**config.mk**
```make
export PLATFORM = sky130hd
export DESIGN_NAME = perfbank
export DESIGN_NICKNAME = d
export VERILOG_FILES = /design/src/rtl/perfbank_pkg.sv /design/src/rtl/perfbank_counter.sv /design/src/rtl/perfbank_rdmux.sv /design/src/rtl/perfbank.sv
export SDC_FILE = /design/constraint.sdc
export NUM_CORES = 1
export LEC_CHECK = 0
export BUFFER_PORTS_ARGS = -buffer_cell sky130_fd_sc_hd__clkbuf_2
export CAP_MARGIN = 20
export CORE_MARGIN = 10
export CORE_UTILIZATION = 55
export DETAILED_ROUTE_END_ITERATION = 6
export GPL_TIMING_DRIVEN = 0
export PLACE_DENSITY = 0.7
export SLEW_MARGIN = 10
export SYNTH_ARGS = -nofsm -noshare
export SYNTH_HDL_FRONTEND = slang
export SYNTH_SLANG_ARGS = --single-unit
```
**constraint.sdc**
```tcl
create_clock -name clk -period 2.4 [get_ports clk]
set_clock_uncertainty 0.1 [all_clocks]
set_input_delay 0.24 -clock clk [delete_from_list [all_inputs] [get_ports clk]]
set_output_delay 0.24 -clock clk [all_outputs]
set_load 0.02 [all_outputs]
```
**src/rtl/perfbank_pkg.sv**
```systemverilog
package perfbank_pkg;

    localparam int DATA_W     = 32;
    localparam int ADDR_W     = 4;
    localparam int CYC_BIT    = 31;
    localparam int CTRL_KEEP  = 8;
    localparam int EVTYPE_W   = 8;
    localparam int NUM_FLD_LO = 11;
    localparam int NUM_FLD_W  = 5;

    typedef enum logic [ADDR_W-1:0] {
        REG_CTRL    = 4'h0,
        REG_EN_SET  = 4'h1,
        REG_EN_CLR  = 4'h2,
        REG_IE_SET  = 4'h3,
        REG_IE_CLR  = 4'h4,
        REG_OVF     = 4'h5,
        REG_SEL     = 4'h6,
        REG_EVDATA  = 4'h7,
        REG_EVTYPE  = 4'h8,
        REG_CYCDATA = 4'h9
    } reg_addr_e;

endpackage

```
**src/rtl/perfbank_counter.sv**
```systemverilog
module perfbank_counter #(
    parameter int WIDTH = 32
) (
    input  logic             clk,
    input  logic             rst_n,
    input  logic             inc,
    input  logic             load,
    input  logic [WIDTH-1:0] load_val,
    output logic [WIDTH-1:0] value,
    output logic             wrap
);

    typedef struct packed {
        logic [WIDTH-1:0] cnt;
    } cnt_st_t;

    cnt_st_t cnt_d, cnt_q;

    always_comb begin
        cnt_d = cnt_q;
        if (load) begin
            cnt_d.cnt = load_val;
        end else if (inc) begin
            cnt_d.cnt = cnt_q.cnt + WIDTH'(1);
        end
    end

    always_ff @(posedge clk or negedge rst_n) begin
        if (!rst_n) begin
            cnt_q <= '0;
        end else begin
            cnt_q <= cnt_d;
        end
    end

    assign value = cnt_q.cnt;
    // roll-over happens only on a real increment, never on a load
    assign wrap  = inc && !load && (&cnt_q.cnt);

endmodule

```
**src/rtl/perfbank_rdmux.sv**
```systemverilog
module perfbank_rdmux
    import perfbank_pkg::*;
#(
    parameter int NUM_EVT = 4,
    parameter int SEL_W   = 2
) (
    input  logic [ADDR_W-1:0]    addr,
    input  logic [CTRL_KEEP-1:0] ctrl,
    input  logic [DATA_W-1:0]    en_mask,
    input  logic [DATA_W-1:0]    ie_mask,
    input  logic [DATA_W-1:0]    ovf_mask,
    input  logic [SEL_W-1:0]     sel,
    input  logic [DATA_W-1:0]    evt_sel_val,
    input  logic [EVTYPE_W-1:0]  evtype_sel,
    input  logic [DATA_W-1:0]    cyc_val,
    output logic [DATA_W-1:0]    rdata
);

    localparam logic [NUM_FLD_W-1:0] NUM_FLD = NUM_FLD_W'(NUM_EVT);

    always_comb begin
        rdata = '0;
        case (addr)
            REG_CTRL: begin
                rdata[CTRL_KEEP-1:0]                     = ctrl;
                rdata[NUM_FLD_LO+NUM_FLD_W-1:NUM_FLD_LO] = NUM_FLD;
            end
            REG_EN_SET, REG_EN_CLR: rdata = en_mask;
            REG_IE_SET, REG_IE_CLR: rdata = ie_mask;
            REG_OVF:                rdata = ovf_mask;
            REG_SEL:                rdata = DATA_W'(sel);
            REG_EVDATA:             rdata = evt_sel_val;
            REG_EVTYPE:             rdata = DATA_W'(evtype_sel);
            REG_CYCDATA:            rdata = cyc_val;
            default:                rdata = '0;
        endcase
    end

endmodule

```
**src/rtl/perfbank.sv**
```systemverilog
module perfbank
    import perfbank_pkg::*;
#(
    parameter int NUM_EVT = 4
) (
    input  logic               clk,
    input  logic               rst_n,
    input  logic               wr_en,
    input  logic [ADDR_W-1:0]  addr,
    input  logic [DATA_W-1:0]  wdata,
    input  logic [NUM_EVT-1:0] evt_strobe,
    output logic [DATA_W-1:0]  rdata,
    output logic               irq
);

    localparam int SEL_W = (NUM_EVT > 1) ? $clog2(NUM_EVT) : 1;
    localparam logic [DATA_W-1:0] EVT_BITS   = (DATA_W'(1) << NUM_EVT) - DATA_W'(1);
    localparam logic [DATA_W-1:0] VALID_MASK = EVT_BITS | (DATA_W'(1) << CYC_BIT);

    typedef struct packed {
        logic [CTRL_KEEP-1:0]                ctrl;
        logic [DATA_W-1:0]                   en;
        logic [DATA_W-1:0]                   ie;
        logic [DATA_W-1:0]                   ovf;
        logic [SEL_W-1:0]                    sel;
        logic [NUM_EVT-1:0][EVTYPE_W-1:0]    evtype;
    } bank_st_t;

    bank_st_t st_d, st_q;

    // decoded writes
    logic wr_ctrl, wr_en_set, wr_en_clr, wr_ie_set, wr_ie_clr;
    logic wr_ovf, wr_sel, wr_evdata, wr_evtype, wr_cyc;
    assign wr_ctrl   = wr_en && (addr == REG_CTRL);
    assign wr_en_set = wr_en && (addr == REG_EN_SET);
    assign wr_en_clr = wr_en && (addr == REG_EN_CLR);
    assign wr_ie_set = wr_en && (addr == REG_IE_SET);
    assign wr_ie_clr = wr_en && (addr == REG_IE_CLR);
    assign wr_ovf    = wr_en && (addr == REG_OVF);
    assign wr_sel    = wr_en && (addr == REG_SEL);
    assign wr_evdata = wr_en && (addr == REG_EVDATA);
    assign wr_evtype = wr_en && (addr == REG_EVTYPE);
    assign wr_cyc    = wr_en && (addr == REG_CYCDATA);

    logic              glob_en;
    logic [DATA_W-1:0] en_mask, ie_mask, ovf_mask;
    logic              sel_ok;
    assign glob_en  = st_q.ctrl[0];
    assign en_mask  = st_q.en;
    assign ie_mask  = st_q.ie;
    assign ovf_mask = st_q.ovf;
    assign sel_ok   = (32'(st_q.sel) < NUM_EVT);

    // counter datapaths
    logic [NUM_EVT-1:0]             evt_inc, evt_load, evt_wrap;
    logic [NUM_EVT-1:0][DATA_W-1:0] evt_val;
    logic                           cyc_inc, cyc_wrap;
    logic [DATA_W-1:0]              cyc_val;

    for (genvar k = 0; k < NUM_EVT; k++) begin : g_evt
        assign evt_inc[k]  = glob_en && en_mask[k] && evt_strobe[k];
        assign evt_load[k] = wr_evdata && sel_ok && (st_q.sel == SEL_W'(k));
        perfbank_counter #(.WIDTH(DATA_W)) u_cnt (
            .clk      (clk),
            .rst_n    (rst_n),
            .inc      (evt_inc[k]),
            .load     (evt_load[k]),
            .load_val (wdata),
            .value    (evt_val[k]),
            .wrap     (evt_wrap[k])
        );
    end

    assign cyc_inc = glob_en && en_mask[CYC_BIT];

    perfbank_counter #(.WIDTH(DATA_W)) u_cyc (
        .clk      (clk),
        .rst_n    (rst_n),
        .inc      (cyc_inc),
        .load     (wr_cyc),
        .load_val (wdata),
        .value    (cyc_val),
        .wrap     (cyc_wrap)
    );

    logic [DATA_W-1:0] wrap_vec;
    always_comb begin
        wrap_vec                 = '0;
        wrap_vec[NUM_EVT-1:0]    = evt_wrap;
        wrap_vec[CYC_BIT]        = cyc_wrap;
    end

    // next-state computation
    always_comb begin
        st_d = st_q;
        if (wr_ctrl)   st_d.ctrl = wdata[CTRL_KEEP-1:0];
        if (wr_en_set) st_d.en   = st_q.en | (wdata & VALID_MASK);
        if (wr_en_clr) st_d.en   = st_q.en & ~wdata;
        if (wr_ie_set) st_d.ie   = st_q.ie | (wdata & VALID_MASK);
        if (wr_ie_clr) st_d.ie   = st_q.ie & ~wdata;
        if (wr_sel)    st_d.sel  = wdata[SEL_W-1:0];
        if (wr_evtype && sel_ok) st_d.evtype[st_q.sel] = wdata[EVTYPE_W-1:0];
        // a fresh wrap beats a clearing write in the same clock
        st_d.ovf = (st_q.ovf & ~(wr_ovf ? wdata : '0)) | wrap_vec;
    end

    always_ff @(posedge clk or negedge rst_n) begin
        if (!rst_n) begin
            st_q <= '0;
        end else begin
            st_q <= st_d;
        end
    end

    assign irq = |(ovf_mask & ie_mask);

    logic [DATA_W-1:0]   evt_sel_val;
    logic [EVTYPE_W-1:0] evtype_sel;
    assign evt_sel_val = sel_ok ? evt_val[st_q.sel] : '0;
    assign evtype_sel  = sel_ok ? st_q.evtype[st_q.sel] : '0;

    perfbank_rdmux #(.NUM_EVT(NUM_EVT), .SEL_W(SEL_W)) u_rdmux (
        .addr        (addr),
        .ctrl        (st_q.ctrl),
        .en_mask     (en_mask),
        .ie_mask     (ie_mask),
        .ovf_mask    (ovf_mask),
        .sel         (st_q.sel),
        .evt_sel_val (evt_sel_val),
        .evtype_sel  (evtype_sel),
        .cyc_val     (cyc_val),
        .rdata       (rdata)
    );

endmodule

```
==> results of run 1 <==
## logic make-up after synthesis
| group | Yosys count | share of synthesized area |
|---|---|---|
| multiplexers | 88 | 0.0903 |
| adder cells (fa/ha/maj) | 5 | 0.00393 |
| buffers and inverters | 112 | 0.0285 |
| XOR/XNOR | 154 | 0.0847 |
| AO/OA/AOI/OAI | 330 | 0.133 |
| flip-flops | 298 | 0.468 |
| AND/OR/NAND/NOR | 606 | 0.191 |
## final cells by class
type	count	area [µm²]	share of cell area
clock buffer	51	1050	0.0559
buffer	100	537	0.0286
timing repair buffer	112	865	0.0461
inverter	11	41.3	0.00220
clock inverter	8	67.6	0.00361
multi-input combinational	1183	8240	0.440
sequential	298	7460	0.398
tap	384	480	0.0256
## per-layer routing
metal	global-route usage	share of wire	routed length (µm)	up-vias
met2	0.451	0.44	24800	847
met5	0	0	0	-
met1	0.424	0.40	22200	7196
met4	0.176	0.059	3310	0
met3	0.0549	0.10	5590	166
li1	-	-	-	6110
## cells in the mapped netlist, types with 5 or more instances
cell type  count  area (µm²)
a21boi_0      82         616
a21oi_1       80         400
a222oi_1      31         310
a22oi_1       25         188
a31oi_1       11        68.8
and2_1         9        56.3
and3_1        24         150
and4_1        19         166
buf_1          5        18.8
buf_2         21         105
clkbuf_1      74         278
dfrtp_1      298        7460
ha_1           5        62.6
inv_1         11        41.3
mux2_2        43         484
mux2i_1        5        50.1
mux4_2        39         878
nand2_1      217         815
nand3_1       83         415
nand4_1       70         438
nor2_1        96         360
nor3_1        29         145
nor4_1        18         113
nor4_2         6        75.1
o21ai_0       90         450
xnor2_1       72         631
xor2_1        82         718
## flip-flops by register name, indices dropped and copies added (netlist names), named ones only
name	count
g_evt.u_cnt.value	128
en_mask	27
u_cyc.value	32
ie_mask	27
ovf_mask	32
glob_en	1
st_q	41
## worst min-delay path by stage
stage                   start  slack, ns  cells past startpoint                       end
global placement     st_q[11]       0.38                      1                  st_q[11]
finish              wdata[17]      0.004                      3  g_evt[2].u_cnt.value[17]
CTS                 wdata[28]      0.001                      2              ovf_mask[28]
detailed placement      rst_n       0.10                      1  g_evt[3].u_cnt.value[19]
global route        wdata[30]       0.02                      2              ovf_mask[30]
floorplan               rst_n      -0.16                      0                 async pin
## per-stage QoR
stage / util / cell area [µm²] / hold slack [ns] / setup WS [ns]
detailed placement: 0.590 / 16900 / 0.104 / -0.611
global placement: 0.585 / 16800 / 0.382 / -5.55
floorplan: - / 15900 / -0.156 / 0.194
global route: 0.655 / 18700 / 0.0156 / -0.324
CTS: 0.647 / 18500 / 0.00121 / -0.270
finish: 0.655 / 18700 / 0.00405 / -0.302
## power by group
part	switching, mW	internal [mW]	total, mW	leakage (nW)
clock network	2.15	3.12	5.27	0.552
registers	1.13	5.88	7.01	3.85
logic	1.87	1.69	3.56	3.33
total	5.15	10.7	15.8	7.73
## critical path, stage by stage (launching register included)
cell,delay (ns)
dfrtp_2,0.40
buf_12,0.17
buf_4,0.13
mux4_2,0.51
a22o_1,0.20
a211o_1,0.28
buf_6,0.15
## repair_timing
item | in CTS | in global routing
gates resized for setup | 79 | 71
hold endpoints to repair | 103 | 0
hold buffers | 12 | 0
pin swaps | 9 | 13
setup endpoints to repair | 111 | 91
cloned | 1 | 0
setup buffers | 13 | 9
==> impl_results.md, run 1 <==
* Reported leakage power at 7.73 nW
* Violated checks: negative setup slack
* Global-route wire length before repair at 86.2 mm
* Final period demand of the worst path at 2.70 ns
* # diodes at 0
* Clock insertion delay at the later pin of the skew report at 0.53 ns
* Hold Vio Cnt, Final at 0
* CP startpoint: st_q[32]
* Vias per Instance at 6.67
* GRT Overall Usage at 0.308
* Final net count at 1,789
* Die Height at 190 µm
* Count of unresolved DRC violations after routing at 0
* Worst Tran Pin Value at 1.02 ns
* Starting DRT DRC Count at 1,811
* Synthesized netlist cell count at 1,593
* Max-cap viol count at 0
* Setup CP Type: flop to primary output
* Final setup vio count at 32
* Num Clock Sinks at 298
* Worst slew margin relative to its limit at 0.315
* Worst flop-to-flop path endpoint: g_evt[1].u_cnt.value[23]
* CTS clk-pin slew, worst paths at 0.06 ns
* Initial core utilization at 0.556
* Largest net degree at the start of global routing at 97
* Clock tree from TritonCTS: built
* Final ANT Viol Nets at 0
* Routed WL per cell at 26.0 µm
* Kind of end point of the critical path: primary output
* Register-to-register setup slack at 0.07 ns
* Average instance area after synthesis at 10.0 µm²
* Port Buffers at 70
* Critical Path RT at 2.06 ns
* Number of ports placed on the die boundary at 76
* Max rail drop VDD at 680 µV
* Final critical-path share of the clock period at 1.13
* Warning count from the yosys run at 0
* Final-report max-slew violation count at 0
* CTS H-tree depth at 2
* Count of fill cells added during filler insertion at 2,300
* Leading cell type in the layout, fill and taps excluded: dfrtp_1
* Fin Setup TNS at -6.86 ns
* Launch point of the worst reg-to-reg path: g_evt[1].u_cnt.value[11]
* HPWL after DPL at 39.8 mm
* Number of standard cells in the layout, taps in and fillers out at 2,147
* Row cnt at 62
* Depth of the worst register-to-register path at 6
* Total vias in the final route at 14.3k
* Endpoint of the worst setup timing path: rdata[1]
* Commonest cells after routing, fill and taps aside: 296 x dfrtp_1, 204 x nand2_1, 96 x nor2_1
* Share of final-layout standard cells stronger than drive strength 1 at 0.186
* Pwr dens at 845 mW/mm²
* Setup repair after global routing missed its margin: yes
* Initial antenna violation count at 1
* Drt pass-1 iters at 6
* Syn Nets at 1,641
* Fraction of registers with async set/reset at 1.00
* Post-synthesis register bit count at 298
* Tightest Hold Check Type: primary input to flop
* Maximum root-to-sink buffer count at 3
* Worst-path maximum fanout at 9
* Placed cells at 2,053
* Category of the worst setup path launch point: flop
* Synthesized cell area at 0.0159 mm²
* Wirelength, routed at 55.9 mm
* Arrival time of data at the critical path endpoint at 2.36 ns
* Number of distinct library cells after synthesis at 49
* Seq/Total Area, Yosys at 0.468
* Number of global-route vias before repair at 14.0k
* Die width at 190 µm
* Placeable core region at 0.0286 mm²
* Clock tree root driver cell: clkbuf_16
* Full die area at 0.0362 mm²
* Run status: finished with violations
* Number of enable-type register cells in the synthesized netlist at 0
* Highest attainable clock frequency at 370 MHz
* Overall power at 15.8 mW
* GPL Wtd Cong at 0.953
* Relative area change from synthesis to final layout at 17.7%
* Overflow left after global routing at 0
* Top FF cell, synth: dfrtp_1
* CTS buffer count at 35
* Worst Setup Slack, final at -0.302 ns
Note: power is estimated with default switching activity, not from simulation.
==> run 2: changes to the inputs <==
--- a/config.mk
+++ b/config.mk
@@ -12,6 +12,7 @@
 export DETAILED_ROUTE_END_ITERATION = 6
 export GPL_TIMING_DRIVEN = 0
 export PLACE_DENSITY = 0.7
+export SETUP_SLACK_MARGIN = 0.15
 export SLEW_MARGIN = 10
 export SYNTH_ARGS = -nofsm -noshare
 export SYNTH_HDL_FRONTEND = slang
==> run 2 against run 1 <==
Effect of this change:
- worst setup slack better by 0.0055 ns
- highest routed layer unchanged
- non-clock buffer count up 17
- the run still ends with negative setup slack left
- sequential power about the same
- largest cell class unchanged
- cell area up 1.5%
- utilization up 0.97 points
- register-to-register slack better by 0.10 ns
==> impl_results.md, run 2 (synthesis results as in run 1) <==
* Run status: finished with violations
* Violated checks: negative setup slack
* Full die area at 0.0362 mm²
* Wirelength, routed at 56.2 mm
* Final period demand of the worst path at 2.70 ns
* Drt pass-1 iters at 6
* Final core utilization at 0.664
* CTS H-tree depth at 2
* Max reg flops at 128
* Kind of end point of the critical path: primary output
* Final net count at 1,806
* Die Height at 190 µm
* Number of global-route vias before repair at 14.1k
* Worst Tran Pin Value at 0.976 ns
* Maximum root-to-sink buffer count at 3
* Number of standard cells in the layout, taps in and fillers out at 2,164
* Worst slew margin relative to its limit at 0.344
* Final-report max-slew violation count at 0
* Final critical-path share of the clock period at 1.12
* Vias per Instance at 6.61
* Die width at 190 µm
* Hold Vio Cnt, Final at 0
* CTS clk-pin slew, worst paths at 0.06 ns
* Clock tree from TritonCTS: built
* Clock tree root driver cell: clkbuf_16
* Commonest cells after routing, fill and taps aside: 293 x dfrtp_1, 204 x nand2_1, 96 x nor2_1
* Number of ports placed on the die boundary at 76
* Pwr dens at 837 mW/mm²
* Highest attainable clock frequency at 371 MHz
* Count of unresolved DRC violations after routing at 0
* Worst Setup Slack, final at -0.297 ns
* Worst-path maximum fanout at 9
* Placed cells at 2,053
* GPL Wtd Cong at 0.953
* # diodes at 0
* Final setup vio count at 32
* Category of the worst setup path launch point: flop
* Total placed instance area at 0.0169 mm²
* Final ANT Viol Nets at 0
* Relative area change from synthesis to final layout at 19.4%
* HPWL after DPL at 39.8 mm
* Placeable core region at 0.0286 mm²
* Max rail drop VDD at 677 µV
* Port Buffers at 70
* Overflow left after global routing at 0
* Initial core utilization at 0.556
* Routed WL per cell at 26.0 µm
* Register-to-register setup slack at 0.17 ns
* Initial antenna violation count at 1
* Row cnt at 62
* Setup CP Type: flop to primary output
* Setup repair after global routing missed its margin: yes
* Num Clock Sinks at 298
* GRT Overall Usage at 0.309
* Tightest Hold Check Type: primary input to flop
* Pre-CTS setup slack at -0.611 ns
* Share of final-layout standard cells stronger than drive strength 1 at 0.211
* Reported leakage power at 7.86 nW
* Launch point of the worst reg-to-reg path: glob_en
* Critical Path RT at 2.06 ns
* Clock insertion delay at the later pin of the skew report at 0.53 ns
* Total vias in the final route at 14.3k
* Arrival time of data at the critical path endpoint at 2.36 ns
* Largest net degree at the start of global routing at 97
* Starting DRT DRC Count at 1,925
* Final cell area excluding filler cells at 0.0190 mm²
* Global-route wire length before repair at 86.5 mm
* Max-cap viol count at 0
* Start point of the worst min-delay path: wdata[17]
* CP startpoint: st_q[32]
* CTS buffer count at 35
* Leading cell type in the layout, fill and taps excluded: dfrtp_1
-- run 2: cell count changes in the layout (fill, tap and decap cells not counted), moves of 3 or more --
| cell | before | now |
|---|---|---|
| clkbuf_2 | 42 | 54 |
| dfrtp_2 | 2 | 5 |
| nor4_2 | 7 | 16 |
| clkbuf_1 | 70 | 57 |
| nor4_1 | 13 | 4 |
| dfrtp_1 | 296 | 293 |
| nand3_2 | 4 | 7 |
| buf_4 | 28 | 42 |
| nand3_1 | 79 | 76 |
-- run 2: metal layers --
metal / up-vias / GRT usage / routed length [µm]
met1: 7130 / 0.423 / 22300
met4: 0 / 0.187 / 3520
met2: 862 / 0.449 / 24800
met3: 168 / 0.0580 / 5640
li1: 6137 / - / -
met5: - / 0 / 0
-- run 2: worst max-delay path: stages, from the launching register on --
cell and delay (ns):
dfrtp_2 0.40, buf_12 0.17, buf_4 0.13, mux4_2 0.51, a22o_1 0.20, a211o_1 0.28
buf_6 0.15
-- run 2: final timing paths --
check / depth (start not counted) / end
worst min register to register: 1 / st_q[18]
worst max-delay path: 6 / rdata[1]
min in group asynchronous: 2 / g_evt[3].u_cnt.value[19]
worst min-delay path: 3 / g_evt[2].u_cnt.value[17]
worst max register to register: 7 / g_evt[1].u_cnt.value[23]
max in group asynchronous: 4 / ie_mask[4]
-- run 2: metrics by stage --
stage / hold WS (ns) / setup TNS, ns / total power, mW
finish: 0.00728 / -6.78 / 15.9
global route: 0.0156 / -8.06 / 16.5
CTS: 0.00121 / -6.56 / 15.7
detailed placement: 0.104 / -35.14 / 10.2
global placement: 0.382 / -1683.68 / 10.0
floorplan: -0.156 / 0 / 8.94
-- run 2: area by class of cell --
class	count	area (µm²)
clock inverter	8	67.6
sequential	298	7460
timing repair buffer	128	1000
inverter	11	41.3
buffer	101	573
fill	2263	9610
multi-input combinational	1183	8340
clock buffer	51	1050
tap	384	480
-- run 2: report_power, final --
group	switching [mW]	leakage (nW)	internal, mW
clock network	2.15	0.552	3.12
logic	1.90	3.47	1.71
registers	1.15	3.84	5.88
total	5.21	7.86	10.7
-- run 2: repair_timing --
| item | CTS | global route |
|---|---|---|
| hold buffers | 12 | 0 |
| gates cloned | 1 | 0 |
| setup endpoints to repair | 142 | 113 |
| pin swaps | 15 | 18 |
| setup buffers | 24 | 14 |
| resized for setup | 94 | 105 |
| endpoints found under the hold margin | 103 | 0 |
